`config.mk`:
```
export PLATFORM = sky130hd
export DESIGN_NAME = cap_charge_timer
export DESIGN_NICKNAME = d
export VERILOG_FILES = /design/src/rtl/cct_pkg.sv /design/src/rtl/cct_tick_div.sv /design/src/rtl/cct_sync.sv /design/src/rtl/cct_ramp_counter.sv /design/src/rtl/cap_charge_timer.sv
export SDC_FILE = /design/constraint.sdc
export NUM_CORES = 1
export LEC_CHECK = 0
export ABC_AREA = 1
export ABC_CLOCK_PERIOD_IN_PS = 5200
export BUFFER_PORTS_ARGS = -buffer_cell sky130_fd_sc_hd__buf_2
export CORE_MARGIN = 2
export CORE_UTILIZATION = 35
export CTS_CLUSTER_DIAMETER = 40
export CTS_CLUSTER_SIZE = 20
export DETAILED_ROUTE_END_ITERATION = 10
export HOLD_SLACK_MARGIN = 0.1
export SLEW_MARGIN = 20
export SYNTH_ARGS = -nofsm -noshare
export SYNTH_HDL_FRONTEND = slang
export SYNTH_SLANG_ARGS = --single-unit
```
`constraint.sdc`:
```
create_clock -name clk -period 5.2 [get_ports clk]
set_clock_uncertainty 0.1 [all_clocks]
set_input_delay 1.04 -clock clk [delete_from_list [all_inputs] [get_ports clk]]
set_output_delay 1.04 -clock clk [all_outputs]
set_load 0.05 [all_outputs]
```
`src/rtl/cct_pkg.sv`:
```
package cct_pkg;
  typedef enum logic [1:0] {
    ST_IDLE  = 2'd0,
    ST_SRC   = 2'd1,
    ST_DISCH = 2'd2,
    ST_RAMP  = 2'd3
  } cct_state_t;
endpackage

```
`src/rtl/cct_tick_div.sv`:
```
module cct_tick_div #(
  parameter int DIV = 100
) (
  input  logic clk,
  input  logic rst,
  input  logic run,
  output logic tick
);
  localparam int DW = (DIV > 2) ? $clog2(DIV) : 1;
  localparam logic [DW-1:0] LAST = DW'(DIV - 1);

  logic [DW-1:0] phase_q;

  // phase restarts whenever the ramp is not running
  always_ff @(posedge clk) begin
    if (rst || !run) begin
      phase_q <= '0;
    end else if (phase_q == LAST) begin
      phase_q <= '0;
    end else begin
      phase_q <= phase_q + 1'b1;
    end
  end

  assign tick = run && (phase_q == LAST);
endmodule

```
`src/rtl/cct_sync.sv`:
```
module cct_sync #(
  parameter int STAGES = 2
) (
  input  logic clk,
  input  logic rst,
  input  logic d,
  output logic q
);
  logic [STAGES-1:0] chain_q;

  generate
    for (genvar i = 0; i < STAGES; i++) begin : g_stage
      if (i == 0) begin : g_first
        always_ff @(posedge clk) begin
          if (rst) chain_q[0] <= 1'b0;
          else     chain_q[0] <= d;
        end
      end else begin : g_next
        always_ff @(posedge clk) begin
          if (rst) chain_q[i] <= 1'b0;
          else     chain_q[i] <= chain_q[i-1];
        end
      end
    end
  endgenerate

  assign q = chain_q[STAGES-1];
endmodule

```
`src/rtl/cct_ramp_counter.sv`:
```
module cct_ramp_counter #(
  parameter int W = 8
) (
  input  logic         clk,
  input  logic         rst,
  input  logic         clr,
  input  logic         tick,
  output logic [W-1:0] cnt,
  output logic         at_max
);
  logic [W-1:0] cnt_q;

  always_ff @(posedge clk) begin
    if (rst || clr) begin
      cnt_q <= '0;
    end else if (tick && !at_max) begin
      cnt_q <= cnt_q + 1'b1;
    end
  end

  assign cnt    = cnt_q;
  assign at_max = &cnt_q;
endmodule

```
`src/rtl/cap_charge_timer.sv`:
```
module cap_charge_timer
  import cct_pkg::*;
#(
  parameter int TICK_DIV    = 100,
  parameter int DISCH_CLKS  = 32,
  parameter int CNT_W       = 8,
  parameter int PF_PER_STEP = 10,
  parameter int SYNC_STAGES = 2,
  localparam int PF_W = CNT_W + $clog2(PF_PER_STEP + 1)
) (
  input  logic             clk,
  input  logic             rst,
  input  logic             start_i,
  input  logic             cmp_i,
  output logic             src_en_o,
  output logic             dis_o,
  output logic [CNT_W-1:0] count_o,
  output logic [PF_W-1:0]  count_pf_o,
  output logic             done_o,
  output logic             ovf_o,
  output logic             err_o
);
  localparam int DISCH_EFF = (DISCH_CLKS < 16) ? 16 : DISCH_CLKS;
  localparam int DT_W      = $clog2(DISCH_EFF + 1);
  localparam logic [DT_W-1:0] DT_LAST = DT_W'(DISCH_EFF - 1);
  localparam logic [CNT_W-1:0] CNT_MAX = '1;

  cct_state_t       state_q;
  logic             src_q;
  logic             ramp_q;    // one bit: releases the switch and enables counting
  logic             first_q;
  logic [DT_W-1:0]  dtim_q;
  logic             cmp_s;
  logic             cmp_prev_q;
  logic             tick;
  logic [CNT_W-1:0] ramp_cnt;
  logic             ramp_max;
  logic [CNT_W-1:0] cnt_q;
  logic [PF_W-1:0]  pf_q;
  logic             done_q;
  logic             ovf_q;
  logic             err_q;

  logic             early;
  logic             trip;

  cct_sync #(.STAGES(SYNC_STAGES)) sync_i (
    .clk (clk),
    .rst (rst),
    .d   (cmp_i),
    .q   (cmp_s)
  );

  cct_tick_div #(.DIV(TICK_DIV)) div_i (
    .clk  (clk),
    .rst  (rst),
    .run  (ramp_q),
    .tick (tick)
  );

  cct_ramp_counter #(.W(CNT_W)) ctr_i (
    .clk    (clk),
    .rst    (rst),
    .clr    (!ramp_q),
    .tick   (tick),
    .cnt    (ramp_cnt),
    .at_max (ramp_max)
  );

  always_ff @(posedge clk) begin
    if (rst) cmp_prev_q <= 1'b0;
    else     cmp_prev_q <= cmp_s;
  end

  assign early = ramp_q && first_q && cmp_s;
  assign trip  = ramp_q && !first_q && cmp_s && !cmp_prev_q;

  function automatic logic [PF_W-1:0] to_pf(input logic [CNT_W-1:0] c);
    return PF_W'(c) * PF_W'(PF_PER_STEP);
  endfunction

  always_ff @(posedge clk) begin
    if (rst) begin
      state_q <= ST_IDLE;
      src_q   <= 1'b0;
      ramp_q  <= 1'b0;
      first_q <= 1'b0;
      dtim_q  <= '0;
      cnt_q   <= '0;
      pf_q    <= '0;
      done_q  <= 1'b0;
      ovf_q   <= 1'b0;
      err_q   <= 1'b0;
    end else begin
      done_q <= 1'b0;
      unique case (state_q)
        ST_IDLE: begin
          if (start_i) begin
            state_q <= ST_SRC;
            src_q   <= 1'b1;
            ovf_q   <= 1'b0;
            err_q   <= 1'b0;
          end
        end
        ST_SRC: begin
          state_q <= ST_DISCH;
          dtim_q  <= '0;
        end
        ST_DISCH: begin
          dtim_q <= dtim_q + 1'b1;
          if (dtim_q == DT_LAST) begin
            state_q <= ST_RAMP;
            ramp_q  <= 1'b1;
            first_q <= 1'b1;
          end
        end
        ST_RAMP: begin
          first_q <= 1'b0;
          if (early || trip || ramp_max) begin
            state_q <= ST_IDLE;
            ramp_q  <= 1'b0;
            src_q   <= 1'b0;
            done_q  <= 1'b1;
            if (early) begin
              cnt_q <= '0;
              pf_q  <= '0;
              err_q <= 1'b1;
            end else if (trip) begin
              cnt_q <= ramp_cnt;
              pf_q  <= to_pf(ramp_cnt);
            end else begin
              cnt_q <= CNT_MAX;
              pf_q  <= to_pf(CNT_MAX);
              ovf_q <= 1'b1;
            end
          end
        end
        default: state_q <= ST_IDLE;
      endcase
    end
  end

  assign src_en_o   = src_q;
  assign dis_o      = !ramp_q;
  assign count_o    = cnt_q;
  assign count_pf_o = pf_q;
  assign done_o     = done_q;
  assign ovf_o      = ovf_q;
  assign err_o      = err_q;
endmodule

```
After elaboration in Yosys (flattened, before gate mapping)
Cells that the tools add are included.
{"block": "totals", "register_bits": 52, "inputBits": 4, "out_inout_bits": 25, "word_cells": 83}
{"block": "classes", "n_reduce_logical": 28, "n_bitwise": 1, "n_addsub": 3, "eq_ne": 11, "n_mux": 24, "mul": 1}
{"cell": "12-bit 2-to-1 mux", "n": 2}
{"cell": "8-bit 2-to-1 mux", "n": 2}
{"cell": "2-bit inequality test, second input constant", "n": 6}
{"cell": "6-bit one-hot mux with 2 select lines", "n": 1}
{"cell": "8-bit by 3-bit multiplier with 11-bit output, second input constant", "n": 1}
{"cell": "1-bit 2-to-1 mux", "n": 10}
{"cell": "1-bit one-hot mux with 2 select lines", "n": 5}
{"cell": "3-bit AND reduction", "n": 3}
{"cell": "8-bit by 1-bit adder with 8-bit output, second input constant", "n": 1}
{"cell": "2-bit one-hot mux with 4 select lines", "n": 1}
{"cell": "8-bit AND reduction", "n": 1}
{"cell": "7-bit by 1-bit adder with 7-bit output, second input constant", "n": 1}
{"cell": "7-bit == test, second input constant", "n": 1}
{"cell": "1-bit logical AND", "n": 7}
{"cell": "6-bit by 1-bit adder with 6-bit output, second input constant", "n": 1}
{"cell": "6-bit by 5-bit == test with 1-bit output, second input constant", "n": 1}
{"cell": "2-bit 2-to-1 mux", "n": 3}
{"cell": "2-bit nonzero test", "n": 3}
{"cell": "5-bit AND reduction", "n": 1}
{"cell": "2-bit == test, second input constant", "n": 2}
{"cell": "1-bit logical NOT", "n": 4}
{"cell": "2-bit AND reduction", "n": 2}
{"cell": "4-bit AND reduction", "n": 1}
{"cell": "2-bit OR reduction", "n": 2}
{"cell": "4 further kinds", "n": 6}

Logic depth before layout (Yosys ltp)
{"block": "depth", "depth_word": 8, "ltp_mapped": 10}

Modules after synthesis
A second synthesis with hierarchy kept.
{"block": "unflattened", "cells_unflattened": 379, "hier_area_um2": 2731.4}
{"mod": "cap_charge_timer", "cells_each": 254, "seq_area_each_um2": 640.6, "area_each_um2": 1885.6, "instances": 1}
{"mod": "cct_ramp_counter", "cells_each": 72, "seq_area_each_um2": 160.2, "area_each_um2": 456.7, "instances": 1}
{"mod": "cct_tick_div", "cells_each": 47, "seq_area_each_um2": 140.1, "area_each_um2": 334.1, "instances": 1}
{"mod": "cct_sync", "cells_each": 6, "seq_area_each_um2": 40.0, "area_each_um2": 55.1, "instances": 1}

Least setup slack after synthesis
No wires, ideal clock.
{"block": "synth_timing", "kind": "flip-flop to output port", "startpoint": "reg, netlist name count_o[0]", "endpoint": "out count_pf_o[1]", "arrival_ps": 913, "n_path_buf": 1, "path_slack_ps": 3147, "stages_incl_launch_ff": 2, "required_time_ps": 4060, "cell_sequence": "dfxtp_1 -> buf_4"}
{"element": "end: declaration", "line": "cap_charge_timer.sv:18", "rtl": "output logic [PF_W-1:0] count_pf_o,"}

Worst setup path in the final report
{"block": "layout_timing", "startpoint": "reg ramp_q", "endpoint": "out dis_o"}
{"block": "layout_between", "elab_chain_len": 1}
{"element": "start: declaration", "line": "cap_charge_timer.sv:30", "rtl": "logic ramp_q;"}
{"element": "start signal: assignment", "line": "cap_charge_timer.sv:86", "rtl": "ramp_q <= 1'b0;"}
{"element": "start signal: assignment", "line": "cap_charge_timer.sv:113", "rtl": "ramp_q <= 1'b1;"}
{"element": "start signal: assignment", "line": "cap_charge_timer.sv:121", "rtl": "ramp_q <= 1'b0;"}
{"element": "1-bit logical NOT", "line": "cap_charge_timer.sv:144", "rtl": "assign dis_o = !ramp_q;"}
{"element": "end: declaration", "line": "cap_charge_timer.sv:16", "rtl": "output logic dis_o,"}
Every way passes these cells.

==> results.md <==
* Hold Vio Cnt, Final at 0
* Flop pwr share at 0.491
* Clk slew on worst S/H paths at 0.09 ns
* Share of cells above drive strength 1 at 0.137
* Htree depth at 2
* Fin crit period at 2.15 ns
* Area of the core at approximately 0.0073 mm^2
* P per Cell Area at 280 mW/mm^2
* Sw Ratio at 0.291
* Nets at just over 400
* Initial Util at 0.360
* Vias at 2236
* Antenna violations before repair at 0
* Gate Count Post-Synth at 364
* DP HPWL at around 4.0 mm
* Worst Path Required at approximately 4.1 ns
* Synth warnings at 0
* Row count at 31
* Critical path endpoint category: primary output
* Post-Route Utilization at 0.401
* Mean post-synth cell area at about 7 um^2
* Crit-path max FO at 3
* Drt first pass iters at 4
* CP max-delay cell: dfxtp_1
* Dpl cell area at between 0.002 and 0.003 mm^2
* Clock Power Share at 0.324
* Run status: complete, no violations
* Sequential area share after synthesis at 0.376
* Die area at 0.00816 mm^2
* Routed WL per cell at ~11 um
* Total track usage at 0.134
* Worst r2r path cells at 9
* Worst path top cell family by delay: buffers and inverters
* CTS buffer count at 5
* PortBufs at 27
* Switch Pwr at 0.237 mW
* Die Wd at 90.3 um
* CTS sink cnt at 49
* Hold Path Origin: sync_i.chain_q[0]
* Logic pwr share at 0.185
* Residual DRC count at 0
* Gr ovfl total at 0
* Endpoint, Worst Hold: sync_i.q
* Vias in the first global route at 2163
* Bufs on Longest Clock Path at 2
* CTS tree: yes
* CP max stage delay at 0.33 ns
* Post-synth cell types at 35
* CP bufs+invs at 2
* Setup violators final at 0
* R2R setup slack at 3.12 ns
* Syn Nets at 387
* DRT Wirelength at a little over 5 mm
* Max_slew headroom at 0.578
* Crit path DAT at 1.01 ns
* Setup Fix Bufs, Post-CTS at 0
* Die Ht at approximately 90 um
* Crit path cell chain: inv_1 > buf_2
* Post-route cell area at 0.00291 mm^2
* Crit start category: flip-flop
* Max-slew violations at 0
* Critical path type: reg -> out
* FF+latch count, synth at 49
* RSZ-0062 raised after global routing: false
* Post-cts gate resize count at 0
* Fin crit share at 0.413
* Worst hold stages at 2
* Via density at 4.59
* Worst Tran Pin Value at 0.631 ns
* R2R Path Start: ctr_i.cnt[3]
* VDD IR-drop max at between 0.1 and 0.15 mV
* # hold bufs at CTS at 0
* Clock root buffer: clkbuf_8
* I/O pins at 29
* Post-DRT Antenna Nets at 0
* WHS at 0.307 ns
* Layout area overhead at 11.5%
* Leakage power at 1.27 nW
* R2R Path End: count_pf_o[7]
* Largest net degree at the start of global routing at 29
* Hold Crit Class: reg -> reg
* GP Congestion at between 0.7 and 0.8
* First-pass GRT wire length at 9.23 mm
* DRT iter0 DRCs at 87
* Synthesized cell area at ~0.0026 mm^2
* Int Power at 0.577 mW
* MaxCap Viol Count at 0
* N_diodes at 0
* Setup TNS at 0 ns
* Worst skew pair latency at about 0.30 ns
* FMAX at approximately 0.47 GHz
placed cells by master, fill, tap and decap left out, types with 2 or more instances in the layout:
master and count:
or2_0 6, nor2_2 2, a21oi_1 36, or2_2 2, o21ai_0 7, ha_1 18
a21oi_2 2, inv_2 2, nor3b_1 2, clkbuf_8 5, nand2_1 89, inv_1 46
nor2_1 35, nand2_2 7, nor3_1 4, xor2_1 4, buf_2 27, dfxtp_1 49
nand3_1 24, nand4_1 7
how the worst max path moves through the flow:
stage                                  end  slack, ns    startpoint  cells past startpoint
after floorplan              count_pf_o[1]       3.15    count_o[0]                      1
after global placement    div_i.phase_q[6]       2.84           rst                      4
after detailed placement  div_i.phase_q[2]       2.81           rst                      4
after CTS                            dis_o       3.05        ramp_q                      2
after global routing          ctr_i.cnt[1]       2.91  ctr_i.cnt[0]                      9
final                                dis_o       3.05        ramp_q                      2
worst register-to-register path, cell delays in order (launching register included):
cell     delay, ns
dfxtp_1       0.43
ha_1          0.27
ha_1          0.37
or2_2         0.34
nand3_1       0.09
nand2_1       0.05
nor2_1        0.13
nor2_1        0.06
nor2_1        0.09
nor2_1        0.04
synthesized netlist by cell type, drive strengths merged:
master  number  area, um^2
nand3       25         130
o31ai        1        7.51
nand4        7        43.8
a21boi       1        7.51
nand2       96         378
and3         1        6.26
ha          18         225
nor2        38         155
xor2         4        35.0
a211oi       1        7.51
nor3         5        36.3
a31oi        1        6.26
xnor2        1        8.76
a21oi       38         198
inv         48         180
clkbuf       2        7.51
nor3b        2        15.0
fa           1        20.0
dfxtp       49         981
conb         1        3.75
buf          8        55.1
o21ai        8        51.3
or2          8        50.1
layer usage:
| layer | track usage | wire length [um] |
|---|---|---|
| met5 | 0 | 0 |
| met4 | 0.0410 | 61 |
| met3 | 0.0284 | 156 |
| met2 | 0.226 | 2370 |
| met1 | 0.171 | 2550 |
flip-flops by register name, summed over array words and instances, names as in the netlist, 2 cells and up:
signal and count:
div_i.phase_q 7, ctr_i.cnt 8, dtim_q 6, state_q 2, count_pf_o 9, count_o 8
power by group through the flow:
stage | combinational (mW) | clock (mW) | sequential, mW
floorplan | 0.105 | 0 | 0.426
global placement | 0.149 | 0 | 0.408
detailed placement | 0.152 | 0 | 0.408
CTS | 0.152 | 0.273 | 0.400
global route | 0.171 | 0.283 | 0.402
finish | 0.151 | 0.264 | 0.400
logic make-up (layout without fill, tap and decap cells):
logic type | count (synthesis) | count (layout) | share of synthesized area
buffers and inverters | 58 | 82 | 0.0930
other | 1 | 1 | 0.00144
xor gates and xnor gates | 5 | 5 | 0.0168
AOI/OAI and AO/OA | 50 | 50 | 0.106
DFF | 49 | 49 | 0.376
and+or+nand+nor | 182 | 182 | 0.312
adders and majority gates | 19 | 19 | 0.0940
final cells by class:
cell class | count | area (um^2)
Fill cell | 769 | 4340
Multi-Input combinational cell | 257 | 1390
Sequential cell | 49 | 981
Inverter | 48 | 180
Timing Repair Buffer | 27 | 135
Tap cell | 99 | 124
Clock buffer | 5 | 68.8
Clock inverter | 2 | 35.0
metrics by stage:
step	std cells	total power [mW]	setup slack (ns)
after floorplan	364	0.531	3.15
after global placement	480	0.557	2.84
after detailed placement	480	0.561	2.81
after CTS	487	0.824	3.05
after global routing	487	0.856	2.91
final	487	0.814	3.05
Note: power is estimated with default switching activity, not from simulation.
